$ cat src/rtl/svs_pkg.sv
package svs_pkg;
  typedef enum logic {
    ST_RUN  = 1'b0,
    ST_HOLD = 1'b1
  } seq_state_e;

  function automatic int unsigned ms_to_cyc(input int unsigned clk_hz, input int unsigned ms);
    return (clk_hz / 1000) * ms;
  endfunction
endpackage

$ cat src/rtl/svs_sync.sv
module svs_sync #(
  parameter int unsigned          WIDTH   = 1,
  parameter int unsigned          STAGES  = 2,
  parameter logic [WIDTH-1:0]     RST_VAL = '0
) (
  input  logic             clk_i,
  input  logic             rst_ni,
  input  logic [WIDTH-1:0] d_i,
  output logic [WIDTH-1:0] q_o
);
  logic [WIDTH-1:0] stg_q [STAGES];

  for (genvar s = 0; s < STAGES; s++) begin : g_stage
    logic [WIDTH-1:0] src;
    if (s == 0) begin : g_first
      assign src = d_i;
    end else begin : g_next
      assign src = stg_q[s-1];
    end
    always_ff @(posedge clk_i or negedge rst_ni) begin
      if (!rst_ni) stg_q[s] <= RST_VAL;
      else         stg_q[s] <= src;
    end
  end

  assign q_o = stg_q[STAGES-1];
endmodule

$ cat src/rtl/svs_watchdog.sv
module svs_watchdog #(
  parameter int unsigned TIMEOUT_CYC = 16,
  localparam int unsigned TW = $clog2(TIMEOUT_CYC + 1)
) (
  input  logic clk_i,
  input  logic rst_ni,
  input  logic kick_s_i,
  input  logic hold_i,
  output logic expire_o
);
  localparam logic [TW-1:0] LAST = TW'(TIMEOUT_CYC - 1);

  logic          kick_prev_q;
  logic          kick_edge;
  logic [TW-1:0] wd_cnt_q;

  assign kick_edge = kick_s_i ^ kick_prev_q;
  assign expire_o  = !hold_i && !kick_edge && (wd_cnt_q == LAST);

  always_ff @(posedge clk_i or negedge rst_ni) begin
    if (!rst_ni) kick_prev_q <= 1'b0;
    else         kick_prev_q <= kick_s_i;
  end

  always_ff @(posedge clk_i or negedge rst_ni) begin
    if (!rst_ni)                           wd_cnt_q <= '0;
    else if (hold_i || kick_edge || expire_o) wd_cnt_q <= '0;
    else                                   wd_cnt_q <= wd_cnt_q + 1'b1;
  end

  AST_WD_RANGE: assert property (@(posedge clk_i) disable iff (!rst_ni)
    wd_cnt_q < TW'(TIMEOUT_CYC)) else $error("wd count out of range");
  AST_WD_HELD: assert property (@(posedge clk_i) disable iff (!rst_ni)
    hold_i |=> wd_cnt_q == '0) else $error("wd not held in reset");
  AST_KICK_CLEARS: assert property (@(posedge clk_i) disable iff (!rst_ni)
    (kick_s_i != kick_prev_q) |=> wd_cnt_q == '0) else $error("kick did not clear");
  AST_EXPIRE_FREE: assert property (@(posedge clk_i) disable iff (!rst_ni)
    expire_o |-> !hold_i) else $error("expiry during hold");
endmodule

$ cat src/rtl/svs_stretch.sv
module svs_stretch
  import svs_pkg::*;
#(
  parameter int unsigned PULSE_CYC = 10,
  localparam int unsigned PW = $clog2(PULSE_CYC + 1)
) (
  input  logic clk_i,
  input  logic rst_ni,
  input  logic supply_ok_i,
  input  logic trigger_i,
  output logic in_reset_o
);
  localparam logic [PW-1:0] LAST = PW'(PULSE_CYC - 1);

  seq_state_e    state_q;
  logic [PW-1:0] cnt_q;

  always_ff @(posedge clk_i or negedge rst_ni) begin
    if (!rst_ni) begin
      state_q <= ST_HOLD;
      cnt_q   <= '0;
    end else if (!supply_ok_i) begin
      state_q <= ST_HOLD;
      cnt_q   <= '0;
    end else begin
      unique case (state_q)
        ST_HOLD: begin
          if (cnt_q == LAST) begin
            state_q <= ST_RUN;
            cnt_q   <= '0;
          end else begin
            cnt_q <= cnt_q + 1'b1;
          end
        end
        ST_RUN: begin
          if (trigger_i) begin
            state_q <= ST_HOLD;
            cnt_q   <= '0;
          end
        end
        default: state_q <= ST_HOLD;
      endcase
    end
  end

  assign in_reset_o = (state_q == ST_HOLD);

  AST_BAD_HOLDS: assert property (@(posedge clk_i) disable iff (!rst_ni)
    !supply_ok_i |=> in_reset_o && cnt_q == '0) else $error("bad supply not held");
  AST_RELEASE_GOOD: assert property (@(posedge clk_i) disable iff (!rst_ni)
    $fell(in_reset_o) |-> $past(supply_ok_i)) else $error("release on bad supply");
  AST_CNT_RANGE: assert property (@(posedge clk_i) disable iff (!rst_ni)
    cnt_q < PW'(PULSE_CYC)) else $error("stretch count out of range");
  AST_TRIG_STARTS: assert property (@(posedge clk_i) disable iff (!rst_ni)
    (trigger_i && supply_ok_i) |=> in_reset_o) else $error("trigger ignored");
endmodule

$ cat src/rtl/svs_reset_seq.sv
module svs_reset_seq
  import svs_pkg::*;
#(
  parameter int unsigned CLK_HZ      = 200_000_000,
  parameter int unsigned TIMEOUT_MS  = 1600,
  parameter int unsigned PULSE_MS    = 200,
  parameter int unsigned TIMEOUT_CYC = ms_to_cyc(CLK_HZ, TIMEOUT_MS),
  parameter int unsigned PULSE_CYC   = ms_to_cyc(CLK_HZ, PULSE_MS),
  parameter int unsigned SYNC_STAGES = 2
) (
  input  logic clk_i,
  input  logic rst_ni,
  input  logic supply_ok_i,
  input  logic kick_i,
  input  logic pwr_low_i,
  output logic rst_no,
  output logic rst_o,
  output logic pwr_fail_no
);
  logic [2:0] raw, synced;
  logic       supply_ok_s, kick_s, pwr_low_s;
  logic       expire, in_reset;

  assign raw = {pwr_low_i, kick_i, supply_ok_i};

  svs_sync #(.WIDTH(3), .STAGES(SYNC_STAGES), .RST_VAL(3'b000)) u_sync (
    .clk_i (clk_i),
    .rst_ni(rst_ni),
    .d_i   (raw),
    .q_o   (synced)
  );

  assign supply_ok_s = synced[0];
  assign kick_s      = synced[1];
  assign pwr_low_s   = synced[2];

  svs_watchdog #(.TIMEOUT_CYC(TIMEOUT_CYC)) u_wd (
    .clk_i   (clk_i),
    .rst_ni  (rst_ni),
    .kick_s_i(kick_s),
    .hold_i  (in_reset),
    .expire_o(expire)
  );

  svs_stretch #(.PULSE_CYC(PULSE_CYC)) u_str (
    .clk_i      (clk_i),
    .rst_ni     (rst_ni),
    .supply_ok_i(supply_ok_s),
    .trigger_i  (expire),
    .in_reset_o (in_reset)
  );

  assign rst_no      = !in_reset;
  assign rst_o       = in_reset;
  assign pwr_fail_no = !pwr_low_s;

  AST_RST_PAIR: assert property (@(posedge clk_i) disable iff (!rst_ni)
    rst_o != rst_no) else $error("reset pair not complementary");
endmodule

$ cat config.mk
export PLATFORM = sky130hd
export DESIGN_NAME = svs_reset_seq
export DESIGN_NICKNAME = d
export VERILOG_FILES = /design/src/rtl/svs_pkg.sv /design/src/rtl/svs_sync.sv /design/src/rtl/svs_watchdog.sv /design/src/rtl/svs_stretch.sv /design/src/rtl/svs_reset_seq.sv
export SDC_FILE = /design/constraint.sdc
export NUM_CORES = 1
export LEC_CHECK = 0
export BUFFER_PORTS_ARGS = -buffer_cell sky130_fd_sc_hd__buf_2
export CORE_MARGIN = 8
export CORE_UTILIZATION = 51
export DETAILED_ROUTE_END_ITERATION = 8
export PLACE_DENSITY = 0.67
export REMOVE_ABC_BUFFERS = 1
export SLEW_MARGIN = 20
export SYNTH_ARGS = -nofsm -noshare
export SYNTH_HDL_FRONTEND = slang
export SYNTH_SLANG_ARGS = --single-unit
export TNS_END_PERCENT = 30
$ cat constraint.sdc
create_clock -name clk_i -period 4.7 [get_ports clk_i]
set_input_delay 0.94 -clock clk_i [delete_from_list [all_inputs] [get_ports clk_i]]
set_output_delay 0.94 -clock clk_i [all_outputs]
set_load 0.1 [all_outputs]
==> impl_metrics.ini <==
[global_route]
antenna_found_initial = 0
grt_start_max_net_pins = 37
grt_pass1_vias = 2638
grt.total_usage_pct = 17.3
grt_pass1_wl_mm = 12.6
overflow = 0

[cts]
htree_levels = 3
cts_tree = built
cts_resized = 0
post_cts_buffers = 0
numCtsBuffers = 9
cts_sinks = 63
clk_latency_ns = 0.35
cts_root_buf = clkbuf_8
cts_buffer_depth = 2
clk_pin_slew_ns = 0.07
hold_buffers = 0

[synthesis]
synth_enable_flop_cells = 0
ys_warn_count = 0
synth_compound_area_share_pct = 8.91
synth_fa_ha_area_share_pct = 1.15
synth_area_um2 = 3260
async_reset_ff_share_pct = 100
syn_avg_cell_area_um2 = 9.12
ys_types = 39
synth_xor_area_share_pct = 7.53
synthCells = 357
yosys_most_used_dff = dfrtp_1
synthMuxAreaShare_pct = 0.615
synth_top_family_by_area = simple AND/OR/NAND/NOR gates
synth_simple_gate_area_share_pct = 30.3
ys_ff_latch = 63
yosysSeqAreaShare_pct = 48.4

[setup_path]
cpPeakStageDelay_ns = 0.87
critPathKind = flop to flop
crit_path_top_delay_cell = o21bai_1
crit_chain = ha_1, nand3_1, or4_1, o21bai_1, nor3_1, a211o_1
r2r_cells = 6
start_kind = flop
rrSetupSlack_ns = 1.98
reg2reg_to = u_str.cnt_q[14]$_DFFE_PN0P_
cp.arrival_ns = 2.95
critical_path_buf_inv_count = 0
required_ns = 4.93
crit_fanout = 15
r2r-start = u_str.cnt_q[0]$_DFFE_PN0P_
crit_family = compound AO/OA/AOI/OAI gates
worstSetupEndpointType = flop

[detailed_routing]
remaining_drc_errors = 0
drt_first_pass_iters = 4
drtIter0Drc = 116
via_per_inst = 5.86
avgRoutedWirePerCell_um = 15.6
vias = 2604
drt-total-wl_mm = 6.91
antenna_left = 0

[sta]
worst_pin_slew_ns = 1.07
grt_setup_unrepaired = false
report.final.slew_viol_count = 0
clock_skew_ns = 0.0133
finalWorstPathRequiredPeriod_ns = 2.72
finalSetupTns_ns = 0
holdWs_ns = 0.353
min_period_over_period_pct = 57.9
hold_viol_final = 0
slew_headroom_pct = 28.7
fmax_mhz = 367
setup_viol = 0

[placement]
numPortBuffers = 7
dp_hpwl_mm = 4.51
dpl.cell_count = 428
routabilityCongestion = 0.798

[power_and_ir_drop]
switchingPower_uw = 256
seqPwrFrac_pct = 48.9
max-vdd-ir-drop_v = 0.000154
p_int_uw = 870
leakagePower_uw = 0.00145
finalPower_uw = 1130
power_switching_share_pct = 22.8
p_clk_share_pct = 48.2
powerDensity_nw_per_um2 = 314
p_comb_share_pct = 2.9

[outcome]
status = finished clean

[die]
io_pins = 8
core_area_um2 = 6280
start_util_pct = 51.9
die_y_um = 95.9
die_area_um2 = 9200
die_w_um = 95.9
rows = 29

[layout]
final_common_cell = dfrtp_1
drive_above_1_share_pct = 9.26
layout.nets = 370
syn_to_final_growth_pct = 9.95
layout_common_cells = 62 x dfrtp_1, 43 x nand2_1, 36 x nor2_1, 32 x nand3_1
final_cells = 444
antennaDiodeCount = 0

[run]
max_cap_violations = 0

[worst_hold_path]
min_from = u_sync.g_stage[1].src[2]$_DFF_PN0_
hold_depth = 0
hp-class = flop to flop
worstHoldEndpoint = u_sync.q_o[2]$_DFF_PN0_
[stage by stage]
| step | setup slack, ns | area (um^2) | utilization (%) |
|---|---|---|---|
| 2_1_floorplan | 1.93 | 3190 | - |
| 3_3_place_gp | 1.98 | 3340 | 53.3 |
| 3_5_place_dp | 1.98 | 3340 | 53.3 |
| 4_1_cts | 1.99 | 3580 | 57.0 |
| 5_1_grt | 1.77 | 3580 | 57.0 |
| 6_report | 1.98 | 3580 | 57.0 |
[per-layer routing]
layer	up-vias	GRT usage [%]	routed length, um
met2	32	25.8	3060
met1	1269	23.7	3500
met3	13	2.96	182
met4	0	9.09	161
li1	1290	-	-
met5	-	0	0
[sequential cells by signal (all words and copies together), names as in the netlist]
name and count:
u_sync.g_stage.src 3, u_str.in_reset_o 1, u_wd.wd_cnt_q 29, u_sync.q_o 3
u_wd.kick_prev_q 1, u_str.cnt_q 26
[cell families (layout without fill, tap and decap cells)]
logic type,after synthesis,count (layout)
AO/OA/AOI/OAI,47,47
adder cells (fa/ha/maj),3,3
XOR/XNOR,28,28
multiplexers,2,2
flip-flops,63,63
AND/OR/NAND/NOR,190,190
buffers and inverters,24,34
[how the worst max path moves through the flow]
| stage | cells after the start | start | slack [ns] | endpoint |
|---|---|---|---|---|
| 4_1_cts | 6 | u_str.cnt_q[0]$_DFFE_PN0P_ | 1.99 | u_str.cnt_q[14]$_DFFE_PN0P_ |
| 3_3_place_gp | 6 | u_str.cnt_q[0]$_DFFE_PN0P_ | 1.98 | u_str.cnt_q[14]$_DFFE_PN0P_ |
| 2_1_floorplan | 5 | u_str.in_reset_o$_DFF_PN1_ | 1.93 | u_str.cnt_q[8]$_DFFE_PN0P_ |
| 5_1_grt | 6 | u_str.cnt_q[0]$_DFFE_PN0P_ | 1.77 | u_str.cnt_q[14]$_DFFE_PN0P_ |
| 3_5_place_dp | 6 | u_str.cnt_q[0]$_DFFE_PN0P_ | 1.98 | u_str.cnt_q[14]$_DFFE_PN0P_ |
| 6_report | 6 | u_str.cnt_q[0]$_DFFE_PN0P_ | 1.98 | u_str.cnt_q[14]$_DFFE_PN0P_ |
[worst register-to-register path: stages (launching register included)]
cell and delay [ns]:
dfrtp_1 0.43, ha_1 0.22, nand3_1 0.14, or4_1 0.60
o21bai_1 0.87, nor3_1 0.10, a211o_1 0.25
[cell usage after synthesis, types with 5 or more instances]
| cell type | count | area [um^2] |
|---|---|---|
| xor2_1 | 19 | 166 |
| nand3_1 | 33 | 165 |
| and3_1 | 5 | 31.3 |
| or3_1 | 14 | 87.6 |
| nand4_1 | 19 | 119 |
| xnor2_1 | 9 | 78.8 |
| dfrtp_1 | 62 | 1550 |
| nand2_1 | 43 | 161 |
| nor4_1 | 11 | 68.8 |
| clkbuf_1 | 13 | 48.8 |
| and4_1 | 7 | 61.3 |
| o31a_1 | 5 | 43.8 |
| o21ai_0 | 17 | 85.1 |
| inv_1 | 9 | 33.8 |
| nor3_1 | 7 | 35.0 |
| a21oi_1 | 13 | 65.1 |
| nor2_1 | 36 | 135 |
[final cells by class]
type                       count  area [um^2]
sequential                    63         1580
fill                         540         2700
clock inverter                 6         93.8
timing repair buffer           9         50.0
multi-input combinational    270         1590
inverter                       9         33.8
tap                           77         96.3
clock buffer                  10          138
[power by group through the flow]
stage	registers [uW]	logic, uW	clock network, uW
2_1_floorplan	561	15.1	0
3_3_place_gp	561	32.9	0
3_5_place_dp	562	33.3	0
4_1_cts	551	33.5	550
5_1_grt	552	37.5	570
6_report	551	32.4	543
Power figures use the tool's default switching activity.
